File: src/rtl/ptp_pkg.sv
// Package: shared code values for the phase-table PWM block.
// Assumes 2-bit codes per output in both the phase and the safety tables.
package ptp_pkg;

    // Force codes held in phase-table rows
    typedef enum logic [1:0] {
        PH_FREE = 2'd0,
        PH_RSVD = 2'd1,
        PH_LOW  = 2'd2,
        PH_HIGH = 2'd3
    } ph_code_e;

    // Codes held in the safety table
    typedef enum logic [1:0] {
        SF_LOW  = 2'd0,
        SF_HIGH = 2'd1,
        SF_HIZ  = 2'd2,
        SF_HIZ2 = 2'd3
    } sf_code_e;

    localparam int CODE_W = 2;

endpackage

File: src/rtl/ptp_sector_calc.sv
// Module: ptp_sector_calc
// Adds an angle offset to the position, scales by the clamped sector count
// and registers the integer part as the sector index.
// Assumes ROWS >= 2; counts above ROWS are clamped to ROWS.
module ptp_sector_calc #(
    parameter  int POS_W  = 32,
    parameter  int ROWS   = 8,
    localparam int ROW_W  = $clog2(ROWS),
    localparam int CNT_W  = $clog2(ROWS + 1),
    localparam int PROD_W = POS_W + CNT_W
) (
    input  logic             clk,
    input  logic             rst_n,
    input  logic [POS_W-1:0] pos_i,
    input  logic [POS_W-1:0] shift_i,
    input  logic [CNT_W-1:0] count_i,
    output logic [ROW_W-1:0] sector_q
);

    logic [POS_W-1:0]  turned;
    logic [CNT_W-1:0]  used_cnt;
    logic [PROD_W-1:0] prod;
    logic [CNT_W-1:0]  whole;
    logic [POS_W-1:0]  unused_frac;

    // Offset, clamp and scale the position; split integer and fraction
    always_comb begin
        turned   = pos_i + shift_i;
        used_cnt = (count_i > CNT_W'(ROWS)) ? CNT_W'(ROWS) : count_i;
        prod     = PROD_W'(turned) * PROD_W'(used_cnt);
        {whole, unused_frac} = prod;
    end

    // Register the sector index, saturating defensively at the last row
    always_ff @(posedge clk) begin
        if (!rst_n) begin
            sector_q <= '0;
        end else if (whole >= CNT_W'(ROWS)) begin
            sector_q <= ROW_W'(ROWS - 1);
        end else begin
            sector_q <= whole[ROW_W-1:0];
        end
    end

endmodule

File: src/rtl/ptp_phase_tables.sv
// Module: ptp_phase_tables
// Holds the positive and negative banks of force rows and returns, for each
// output, the code from the row selected by its pair's sector.
// Assumes an even output count; writes to addresses >= ROWS are dropped.
module ptp_phase_tables #(
    parameter  int NOUT  = 8,
    parameter  int ROWS  = 8,
    localparam int PAIRS = NOUT / 2,
    localparam int ROW_W = $clog2(ROWS),
    localparam int ENT_W = 2 * NOUT
) (
    input  logic                   clk,
    input  logic                   rst_n,
    input  logic                   we_i,
    input  logic                   bank_i,
    input  logic [ROW_W-1:0]       addr_i,
    input  logic [ENT_W-1:0]       data_i,
    input  logic                   neg_sel_i,
    input  logic [PAIRS*ROW_W-1:0] sector_i,
    output logic [ENT_W-1:0]       codes_o
);

    logic [ENT_W-1:0] bank_pos [ROWS];
    logic [ENT_W-1:0] bank_neg [ROWS];
    logic             addr_ok;

    // Guard against addresses beyond the configured row count
    always_comb addr_ok = ({1'b0, addr_i} < (ROW_W + 1)'(ROWS));

    // Clear both banks on reset, otherwise store one row into the chosen bank
    always_ff @(posedge clk) begin
        if (!rst_n) begin
            for (int r = 0; r < ROWS; r++) begin
                bank_pos[r] <= '0;
                bank_neg[r] <= '0;
            end
        end else if (we_i && addr_ok) begin
            if (bank_i) begin
                bank_neg[addr_i] <= data_i;
            end else begin
                bank_pos[addr_i] <= data_i;
            end
        end
    end

    // Per output: read its code from the row addressed by its pair's sector
    for (genvar j = 0; j < NOUT; j++) begin : g_rd
        logic [ROW_W-1:0] idx;
        assign idx = sector_i[(j/2)*ROW_W +: ROW_W];
        assign codes_o[2*j +: 2] = neg_sel_i ? bank_neg[idx][2*j +: 2]
                                             : bank_pos[idx][2*j +: 2];
    end

endmodule

File: src/rtl/ptp_safety_ctrl.sv
// Module: ptp_safety_ctrl
// Latches the hardware trip, combines it with the software request and
// holds the safety table.
// Assumes the trip source stays high until it is cleared upstream.
module ptp_safety_ctrl #(
    parameter  int NOUT  = 8,
    localparam int ENT_W = 2 * NOUT
) (
    input  logic             clk,
    input  logic             rst_n,
    input  logic             hw_trig_i,
    input  logic             hw_shield_i,
    input  logic             sw_safe_i,
    input  logic             tbl_we_i,
    input  logic [ENT_W-1:0] tbl_data_i,
    output logic             latch_o,
    output logic             safe_o,
    output logic [ENT_W-1:0] table_o
);

    import ptp_pkg::*;

    logic [ENT_W-1:0] reset_tbl;

    // Reset image: every output released (code 2)
    always_comb begin
        for (int j = 0; j < NOUT; j++) begin
            reset_tbl[2*j +: 2] = SF_HIZ;
        end
    end

    // Hardware trip latch: set on unshielded trigger, clear when source drops
    always_ff @(posedge clk) begin
        if (!rst_n) begin
            latch_o <= 1'b0;
        end else if (hw_trig_i && !hw_shield_i) begin
            latch_o <= 1'b1;
        end else if (!hw_trig_i) begin
            latch_o <= 1'b0;
        end
    end

    // Safety table register
    always_ff @(posedge clk) begin
        if (!rst_n) begin
            table_o <= reset_tbl;
        end else if (tbl_we_i) begin
            table_o <= tbl_data_i;
        end
    end

    // Safety is active on either source
    always_comb safe_o = sw_safe_i | latch_o;

endmodule

File: src/rtl/ptp_out_mux.sv
// Module: ptp_out_mux
// Resolves table codes against the external PWM, applies the pair swap,
// the global enable and the safety override into drive / drive-enable pairs.
// Assumes an even output count.
module ptp_out_mux #(
    parameter  int NOUT  = 8,
    localparam int ENT_W = 2 * NOUT
) (
    input  logic [ENT_W-1:0] codes_i,
    input  logic [NOUT-1:0]  pwm_i,
    input  logic             swap_i,
    input  logic             enable_i,
    input  logic             safe_i,
    input  logic [ENT_W-1:0] safe_tbl_i,
    output logic [NOUT-1:0]  pwm_o,
    output logic [NOUT-1:0]  oe_o
);

    import ptp_pkg::*;

    logic [NOUT-1:0] table_val;
    logic [NOUT-1:0] swapped;

    for (genvar j = 0; j < NOUT; j++) begin : g_out
        logic [1:0] code;
        logic [1:0] scode;
        assign code  = codes_i[2*j +: 2];
        assign scode = safe_tbl_i[2*j +: 2];

        // Table path: forced level or external waveform
        always_comb begin
            if (code == PH_LOW) begin
                table_val[j] = 1'b0;
            end else if (code == PH_HIGH) begin
                table_val[j] = 1'b1;
            end else begin
                table_val[j] = pwm_i[j];
            end
        end

        // Optional exchange with the partner output of the pair
        always_comb swapped[j] = swap_i ? table_val[j ^ 1] : table_val[j];

        // Final priority: safety, then enable, then table path
        always_comb begin
            if (safe_i) begin
                pwm_o[j] = (scode == SF_HIGH);
                oe_o[j]  = (scode == SF_LOW) || (scode == SF_HIGH);
            end else if (!enable_i) begin
                pwm_o[j] = 1'b0;
                oe_o[j]  = 1'b1;
            end else begin
                pwm_o[j] = swapped[j];
                oe_o[j]  = 1'b1;
            end
        end
    end

endmodule

File: src/rtl/phase_table_pwm.sv
// Module: phase_table_pwm (top)
// Eight-output phase-table PWM: per-pair sector lookup into a positive or
// negative force table, pair swap, global enable and a safety override.
// Assumes positions in full-turn 32-bit encoding and an even output count.
module phase_table_pwm #(
    parameter  int NOUT  = 8,
    parameter  int ROWS  = 8,
    parameter  int POS_W = 32,
    localparam int PAIRS = NOUT / 2,
    localparam int ROW_W = $clog2(ROWS),
    localparam int CNT_W = $clog2(ROWS + 1),
    localparam int ENT_W = 2 * NOUT
) (
    input  logic                   clk,
    input  logic                   rst_n,
    input  logic [POS_W-1:0]       pos_i,
    input  logic [PAIRS*POS_W-1:0] shift_i,
    input  logic [CNT_W-1:0]       phase_num_i,
    input  logic                   tbl_neg_sel_i,
    input  logic                   pair_swap_i,
    input  logic                   enable_i,
    input  logic [NOUT-1:0]        pwm_i,
    input  logic                   row_we_i,
    input  logic                   row_bank_i,
    input  logic [ROW_W-1:0]       row_addr_i,
    input  logic [ENT_W-1:0]       row_data_i,
    input  logic                   safe_we_i,
    input  logic [ENT_W-1:0]       safe_data_i,
    input  logic                   sw_safe_i,
    input  logic                   hw_trig_i,
    input  logic                   hw_shield_i,
    output logic [NOUT-1:0]        pwm_o,
    output logic [NOUT-1:0]        pwm_oe_o,
    output logic [PAIRS*ROW_W-1:0] sector_o,
    output logic                   safe_o,
    output logic                   hw_safe_o
);

    logic [ENT_W-1:0] codes;
    logic [ENT_W-1:0] safe_tbl;

    // One sector calculator per output pair, each with its own offset
    for (genvar k = 0; k < PAIRS; k++) begin : g_pair
        ptp_sector_calc #(.POS_W(POS_W), .ROWS(ROWS)) u_sec (
            .clk      (clk),
            .rst_n    (rst_n),
            .pos_i    (pos_i),
            .shift_i  (shift_i[k*POS_W +: POS_W]),
            .count_i  (phase_num_i),
            .sector_q (sector_o[k*ROW_W +: ROW_W])
        );
    end

    ptp_phase_tables #(.NOUT(NOUT), .ROWS(ROWS)) u_tab (
        .clk       (clk),
        .rst_n     (rst_n),
        .we_i      (row_we_i),
        .bank_i    (row_bank_i),
        .addr_i    (row_addr_i),
        .data_i    (row_data_i),
        .neg_sel_i (tbl_neg_sel_i),
        .sector_i  (sector_o),
        .codes_o   (codes)
    );

    ptp_safety_ctrl #(.NOUT(NOUT)) u_safe (
        .clk         (clk),
        .rst_n       (rst_n),
        .hw_trig_i   (hw_trig_i),
        .hw_shield_i (hw_shield_i),
        .sw_safe_i   (sw_safe_i),
        .tbl_we_i    (safe_we_i),
        .tbl_data_i  (safe_data_i),
        .latch_o     (hw_safe_o),
        .safe_o      (safe_o),
        .table_o     (safe_tbl)
    );

    ptp_out_mux #(.NOUT(NOUT)) u_mux (
        .codes_i    (codes),
        .pwm_i      (pwm_i),
        .swap_i     (pair_swap_i),
        .enable_i   (enable_i),
        .safe_i     (safe_o),
        .safe_tbl_i (safe_tbl),
        .pwm_o      (pwm_o),
        .oe_o       (pwm_oe_o)
    );

endmodule

File: config.mk
export PLATFORM = sky130hd
export DESIGN_NAME = phase_table_pwm
export DESIGN_NICKNAME = d
export VERILOG_FILES = /design/src/rtl/ptp_pkg.sv /design/src/rtl/ptp_sector_calc.sv /design/src/rtl/ptp_phase_tables.sv /design/src/rtl/ptp_safety_ctrl.sv /design/src/rtl/ptp_out_mux.sv /design/src/rtl/phase_table_pwm.sv
export SDC_FILE = /design/constraint.sdc
export NUM_CORES = 1
export LEC_CHECK = 0
export ABC_CLOCK_PERIOD_IN_PS = 19300
export BUFFER_PORTS_ARGS = -buffer_cell sky130_fd_sc_hd__buf_4
export CAP_MARGIN = 20
export CORE_MARGIN = 2
export CORE_UTILIZATION = 52
export CTS_CLUSTER_SIZE = 16
export DETAILED_ROUTE_END_ITERATION = 12
export PLACE_DENSITY = 0.74
export SETUP_SLACK_MARGIN = 0.1
export SYNTH_ARGS = -nofsm -noshare
export SYNTH_HDL_FRONTEND = slang
export SYNTH_SLANG_ARGS = --single-unit
File: constraint.sdc
create_clock -name clk -period 19.3 [get_ports clk]
set_clock_uncertainty 0.1 [all_clocks]
set_input_delay 2.895 -clock clk [delete_from_list [all_inputs] [get_ports clk]]
set_output_delay 2.895 -clock clk [all_outputs]
set_load 0.01 [all_outputs]
Yosys cells after proc, flatten, opt, wreduce, memory -nomap -nowiden. Memory sizes are Yosys's and may differ from the RTL's. A register that Yosys moved wholly into a read port is not among the register bits. Cells that the tools add are included.

Bits in registers: 29. Memory bits (writable): 256. Input bits: 218. Output and inout bits: 30. Logic and storage cells: 153. Memories: 2.

Add/sub/neg operators: 4. Multiply operators: 4. Order comparisons: 5. Eq/ne operators: 25. Mux-type cells: 86. Bitwise gates (word level): 1. Reductions and logical operators: 20.

Memory list: u_tab.bank_neg (words 8, bits a word 16, rd ports 4, clocked after Yosys merged registers in 4, write ports 8, line ptp_phase_tables.sv:24) `logic [ENT_W-1:0] bank_neg [ROWS];`; u_tab.bank_pos (words 8, bits a word 16, rd ports 4, clocked after Yosys merged registers in 4, write ports 8, line ptp_phase_tables.sv:23) `logic [ENT_W-1:0] bank_pos [ROWS];`.

Operators with widths (count): multiplier 32 x 4 -> 36 bit (4); adder 32 bit (4); 2-to-1 mux 1 bit (61); 2-to-1 mux 3 bit (14); equality test 2 bit (second input constant) (16); 2-to-1 mux 16 bit (2); OR reduction 16 bit (2); equality test 2 x 1 -> 1 bit (second input constant) (8); greater-or-equal comparator 4 bit (second input constant) (4); logical NOT 2 bit (8); 2-to-1 mux 2 bit (8); logical OR 1 bit (8); greater-than comparator 4 bit (second input constant) (1); 2-to-1 mux 4 bit (1); inequality test 2 x 1 -> 1 bit (second input constant) (1); logical AND 1 bit (1); logical NOT 1 bit (1); bitwise OR 1 bit (1).

Logic depth before layout (Yosys ltp).
Depth in word-level cells: 7. Depth in mapped cells: 24. Gate-level depth less buffers: 24.

Hierarchy. Synthesis repeated with hierarchy kept, for this count alone.

Cells, all modules: 3724. Area, all modules: 34061.4 sq um.

By module, submodules not included: ptp_phase_tables (instances 1, cells each 744, area an instance 11614.9 sq um, seq. area each 7687.4 sq um); ptp_sector_calc (g_pair[2].u_sec ...) (instances 2, cells each 716, area an instance 5362.6 sq um, seq. area each 60.1 sq um); ptp_sector_calc (g_pair[0].u_sec) (instances 1, cells each 715, area an instance 5392.7 sq um, seq. area each 60.1 sq um); ptp_sector_calc (g_pair[1].u_sec) (instances 1, cells each 733, area an instance 5352.6 sq um, seq. area each 60.1 sq um); ptp_safety_ctrl (instances 1, cells each 56, area an instance 635.6 sq um, seq. area each 340.3 sq um); ptp_out_mux (instances 1, cells each 44, area an instance 340.3 sq um, seq. area each 0.0 sq um).

Worst setup path after synthesis. OpenSTA, ideal clock, no wires.

Path type: input port to flip-flop. Start: input port pos_i[0]. End: register g_pair[2].u_sec.sector_q[2]. Setup time: 127 ps. Arrival: 7890 ps. Required time: 19073 ps. Setup slack: 11183 ps. Stages on the path: 24. Buffers on the path: 0. Cell sequence: ha_1 inv_1 fa_1 nor2b_1 o31ai_2 a21boi_0 o21ai_0 a21boi_0 o21ai_0 a211oi_1 and2_1 fa_1 inv_1 fa_1 inv_1 ha_1 a21oi_1 a21oi_1 or4b_1 o2111ai_1 a31oi_1 o41a_1 mux2i_1 or3_1.

Word-level cells in the longest chain between the ends: 4.

Ends and longest elaborated chain: from (decl) (line phase_table_pwm.sv:16) `input logic [POS_W-1:0] pos_i,`; adder 32 bit * (line ptp_sector_calc.sv:28) `turned = pos_i + shift_i;`; multiplier 32 x 4 -> 36 bit * (line ptp_sector_calc.sv:30) `prod = PROD_W'(turned) * PROD_W'(used_cnt);`; greater-or-equal comparator 4 bit (line ptp_sector_calc.sv:38) `end else if (whole >= CNT_W'(ROWS)) begin`; 2-to-1 mux 3 bit * (line ptp_sector_calc.sv:38); to (signal assigned) (line ptp_sector_calc.sv:39) `sector_q <= ROW_W'(ROWS - 1);`; to (signal assigned) (line ptp_sector_calc.sv:41) `sector_q <= whole[ROW_W-1:0];`; to (decl) (line ptp_sector_calc.sv:17) `output logic [ROW_W-1:0] sector_q`.

Mark *: on every way between the ends. The rest lies on a longest branch, timed or not. A chain may end at the register's enable or synchronous reset.

Final worst setup path.
Start: input port pos_i[1]. End: register g_pair[2].u_sec.sector_q[2].

The elaborated chain is that of the path after synthesis.

==> results <==
- For this design, the sink count on the clock tree is 285.
- The maximum level of the CTS H-tree is 1.
- The commonest cells after synthesis are sky130_fd_sc_hd__inv_1, sky130_fd_sc_hd__nor2_1, sky130_fd_sc_hd__and2_1.
- The worst setup path is captured at a flop.
- Counting flops and latches in the post-synthesis netlist gives 285.
- The worst-case clock buffer depth is 3.
- The most used flip-flop cell after synthesis is sky130_fd_sc_hd__edfxtp_1.
- The post-synth design cell area is 33100 µm².
- The register clock-pin slew on the reported worst setup and hold paths is 0.07 ns.
- The via count of the first global-routing pass was 26800.
- The fmax is 117 MHz.
- The width of the die is 256 µm.
- The number of buffers inserted during clock tree synthesis is 28.
- The CTS tree is built.
- The largest total area in the synthesized netlist belongs to sky130_fd_sc_hd__edfxtp_1.
- During placement, the flow inserted port buffers numbering 247.
- The later pin in the worst-skew pair is clocked with a latency of 0.55 ns.
- The total half-perimeter wirelength after legalization and detailed placement is 70.2 mm.
- The startpoint type of the worst setup path is an input port.
- The row count is 92.
- The initial cell density of the core is 0.526.
- After synthesis, the netlist uses 94 different library cells.
- The count of endpoints failing hold in the final timing report was 0.
- The worst-case IR drop observed on VDD is 0.0715 mV.
- The share of final-layout standard cells stronger than drive strength 1 is 0.132.
- The total nets after synthesis is 4351.
- The initial antenna violation count is 4.
- The fill cell total of the finished layout is 5518.
- The count of cells resized by post-cts repair is 0.
- The DRC violation total after the first TritonRoute iteration is 2264.
- After global routing the overflow that remains totals 0.
- The minimum setup slack among reg-to-reg paths is 18.50 ns.
- The setup violation total in the final timing report is 0.
- For this run, design rule violations remaining after detail routing come to 0.
- The buffer cell driving the clock tree root is sky130_fd_sc_hd__clkbuf_16.
- Yosys attributes the largest share of cell area to sky130_fd_sc_hd__edfxtp_1, sky130_fd_sc_hd__fa_1, sky130_fd_sc_hd__ha_1.
- The power consumption is 2.62 mW.
- The number of buffers added for setup after CTS is 0.
- Setup repair after global routing left no endpoint under its margin.
- The final-report max-slew violation count came to 0.
- The category of the critical setup timing path is input port to flop.
- The area overhead of the layout relative to synthesis is 11.0%.
- The first-pass iteration count of the detailed router is 6.
- Among all cell types in the netlist, the one instantiated most often is sky130_fd_sc_hd__inv_1.
- The core region is 63000 µm².
- The transition at the pin with the smallest max-transition slack is 1.09 ns.
- For this design, the CTS-stage hold fixing added 0 buffers.
- Along the worst path, the maximum fanout reaches 5.
- For this run, the number of Yosys warnings is 0.
- The leakage dissipation is 16.6 nW.
- For this run, the register share of the synthesized area comes to 0.250.
- The areal power density over the cells is 71.2 nW/µm².
- Counting flops with a built-in enable in the synthesized netlist gives 256.
- The ratio of final minimum period to clock period is 0.442.
- Entering global routing, the biggest net connects 79 pins.
- After technology mapping, the gate count stands at 3617.
- The minimum period implied by the final worst setup slack is 8.53 ns.
- Across the run, the number of max-cap violations was 0.
- After synthesis, the share of flip-flops with an asynchronous set or reset is 0.
- At the end of the flow, the number of nets in the layout was 4519.
- STA puts the critical path data required time at 19.64 ns.
- For this design the top-level I/O count stands at 248.
- Across every metal layer, demand over resource in global routing totals 0.281.
- The first global-routing pass estimated 147 mm of wire.
- The run finished with clean final reports.
- Each instance of the synthesized netlist takes up on average 9.15 µm².
- The floorplan step set the die height to 256 µm.
- The path category of the worst min-delay check is flop to flop.
- The count of nets left with antenna violations once routing finished came out at 0.
- The setup TNS is 0 ns.
- The detailed router placed 27300 vias in this run.
- After detailed routing, the number of vias per cell comes to 5.85.
- The worst max-slew margin expressed relative to the limit is 0.276.
- The total wirelength of the detailed-routed design is 92.3 mm.
- The floorplan step defined a die boundary enclosing 65700 µm².
- The share of synthesized area in the top cell type comes to 0.232.
- The average detailed-routed wire length per instance is 19.8 µm.
- At the end of routability-driven placement, the weighted congestion stood at 0.932.
- STA puts the critical path data arrival time at 8.88 ns.
-- registers in the layout, indices dropped and copies added, names as in the netlist --
signal                 flops
g_pair.u_sec.sector_q     12
u_tab.bank_pos           128
u_safe.latch_o             1
u_safe.table_o            16
u_tab.bank_neg           128
-- where the power goes --
part	leakage (nW)	total [mW]	switching, mW	internal [mW]
Clock	0.448	0.566	0.244	0.322
Sequential	2.68	0.755	0.0420	0.713
Combinational	13.5	1.30	0.734	0.563
Total	16.6	2.62	1.02	1.60
-- critical path: stages --
cell and delay (ns):
sky130_fd_sc_hd__buf_4 0.14, sky130_fd_sc_hd__inv_1 0.20, sky130_fd_sc_hd__fa_1 0.50, sky130_fd_sc_hd__nor2b_1 0.21
sky130_fd_sc_hd__o31ai_2 0.11, sky130_fd_sc_hd__a21boi_0 0.27, sky130_fd_sc_hd__o21ai_0 0.16, sky130_fd_sc_hd__a21boi_0 0.18
sky130_fd_sc_hd__o21ai_0 0.11, sky130_fd_sc_hd__a211oi_1 0.41, sky130_fd_sc_hd__and2_1 0.21, sky130_fd_sc_hd__fa_1 0.43
sky130_fd_sc_hd__inv_1 0.08, sky130_fd_sc_hd__fa_1 0.40, sky130_fd_sc_hd__inv_1 0.06, sky130_fd_sc_hd__ha_1 0.24
sky130_fd_sc_hd__a21oi_1 0.19, sky130_fd_sc_hd__a21oi_1 0.08, sky130_fd_sc_hd__or4b_1 0.57, sky130_fd_sc_hd__o2111ai_1 0.30
sky130_fd_sc_hd__a31oi_1 0.18, sky130_fd_sc_hd__o41a_1 0.41, sky130_fd_sc_hd__mux2i_1 0.16, sky130_fd_sc_hd__or3_1 0.38
-- kinds of logic (layout without fill, tap and decap cells) --
family | count (synthesis) | in the layout | share of synthesized area
and+or+nand+nor | 1325 | 1325 | 0.205
DFF | 285 | 285 | 0.250
muxes | 117 | 117 | 0.0659
xor gates and xnor gates | 91 | 91 | 0.0241
adders and majority gates | 516 | 516 | 0.249
AOI/OAI and AO/OA | 652 | 652 | 0.134
buffers and inverters | 631 | 821 | 0.0721
other | 0 | 5 | 0
-- worst paths after layout --
kind	from	to	cells past startpoint
setup reg to reg	u_safe.table_o[13]	u_safe.table_o[13]	2
hold / removal	u_safe.latch_o	u_safe.latch_o	2
hold reg to reg	u_safe.latch_o	u_safe.latch_o	2
setup / recovery	pos_i[1]	g_pair[2].u_sec.sector_q[2]	24
-- per-stage QoR --
step	setup slack, ns	cell area [µm²]	util	std cells	hold slack, ns
finish	10.77	36700	0.584	4658	0.377
global route	10.39	36700	0.584	4656	0.405
CTS	10.84	36700	0.583	4650	0.380
detailed placement	10.28	35800	0.568	4598	0.369
global placement	9.99	35700	0.567	4594	0.351
floorplan	11.18	33100	-	3617	0.356
-- area by class of cell --
| class | instances | area (µm²) | share of cell area |
|---|---|---|---|
| Antenna cell | 5 | 12.5 | 0.000340 |
| Clock buffer | 38 | 768 | 0.0209 |
| Clock inverter | 14 | 181 | 0.00494 |
| Inverter | 483 | 1810 | 0.0493 |
| Multi-Input combinational cell | 2701 | 22500 | 0.612 |
| Sequential cell | 285 | 8270 | 0.225 |
| Tap cell | 846 | 1060 | 0.0288 |
| Timing Repair Buffer | 286 | 2150 | 0.0586 |
-- placed cells by master, fill, tap and decap left out, types with 15 or more instances in the layout --
cell type                   netlist  final
sky130_fd_sc_hd__nor2b_1         31     28
sky130_fd_sc_hd__a21oi_1        160    160
sky130_fd_sc_hd__a211oi_1        36     36
sky130_fd_sc_hd__xnor2_1         53     53
sky130_fd_sc_hd__clkbuf_16        0     28
sky130_fd_sc_hd__a31oi_1         22     22
sky130_fd_sc_hd__or2_2           53     53
sky130_fd_sc_hd__buf_4            0    282
sky130_fd_sc_hd__o21ai_0        122    110
sky130_fd_sc_hd__a21o_1          94     94
sky130_fd_sc_hd__nand3_1         67     67
sky130_fd_sc_hd__o21a_1          33     33
sky130_fd_sc_hd__nor3_1          96     96
sky130_fd_sc_hd__mux4_2          80     80
sky130_fd_sc_hd__nor3b_1         19     19
sky130_fd_sc_hd__o211ai_1        23     23
sky130_fd_sc_hd__and2_1         293    293
sky130_fd_sc_hd__fa_1           240    240
sky130_fd_sc_hd__nor2_1         360    360
sky130_fd_sc_hd__nand2_1        205    203
sky130_fd_sc_hd__or3_1           27     27
sky130_fd_sc_hd__mux2i_1         32     32
sky130_fd_sc_hd__nand2b_1        54     53
sky130_fd_sc_hd__nand4_1         32     32
sky130_fd_sc_hd__and3_1          29     29
sky130_fd_sc_hd__o31ai_1         15     15
sky130_fd_sc_hd__dfxtp_1         29     29
sky130_fd_sc_hd__ha_1           276    276
sky130_fd_sc_hd__inv_1          482    481
sky130_fd_sc_hd__edfxtp_1       256    256
sky130_fd_sc_hd__nand3b_1        18     18
sky130_fd_sc_hd__xor2_1          38     38
-- layer usage --
metal | share of wire | GRT usage
met1 | 0.43 | 0.382
met2 | 0.46 | 0.458
met3 | 0.073 | 0.0422
met4 | 0.037 | 0.104
met5 | 0.000097 | 0
Note: power is estimated with default switching activity, not from simulation.
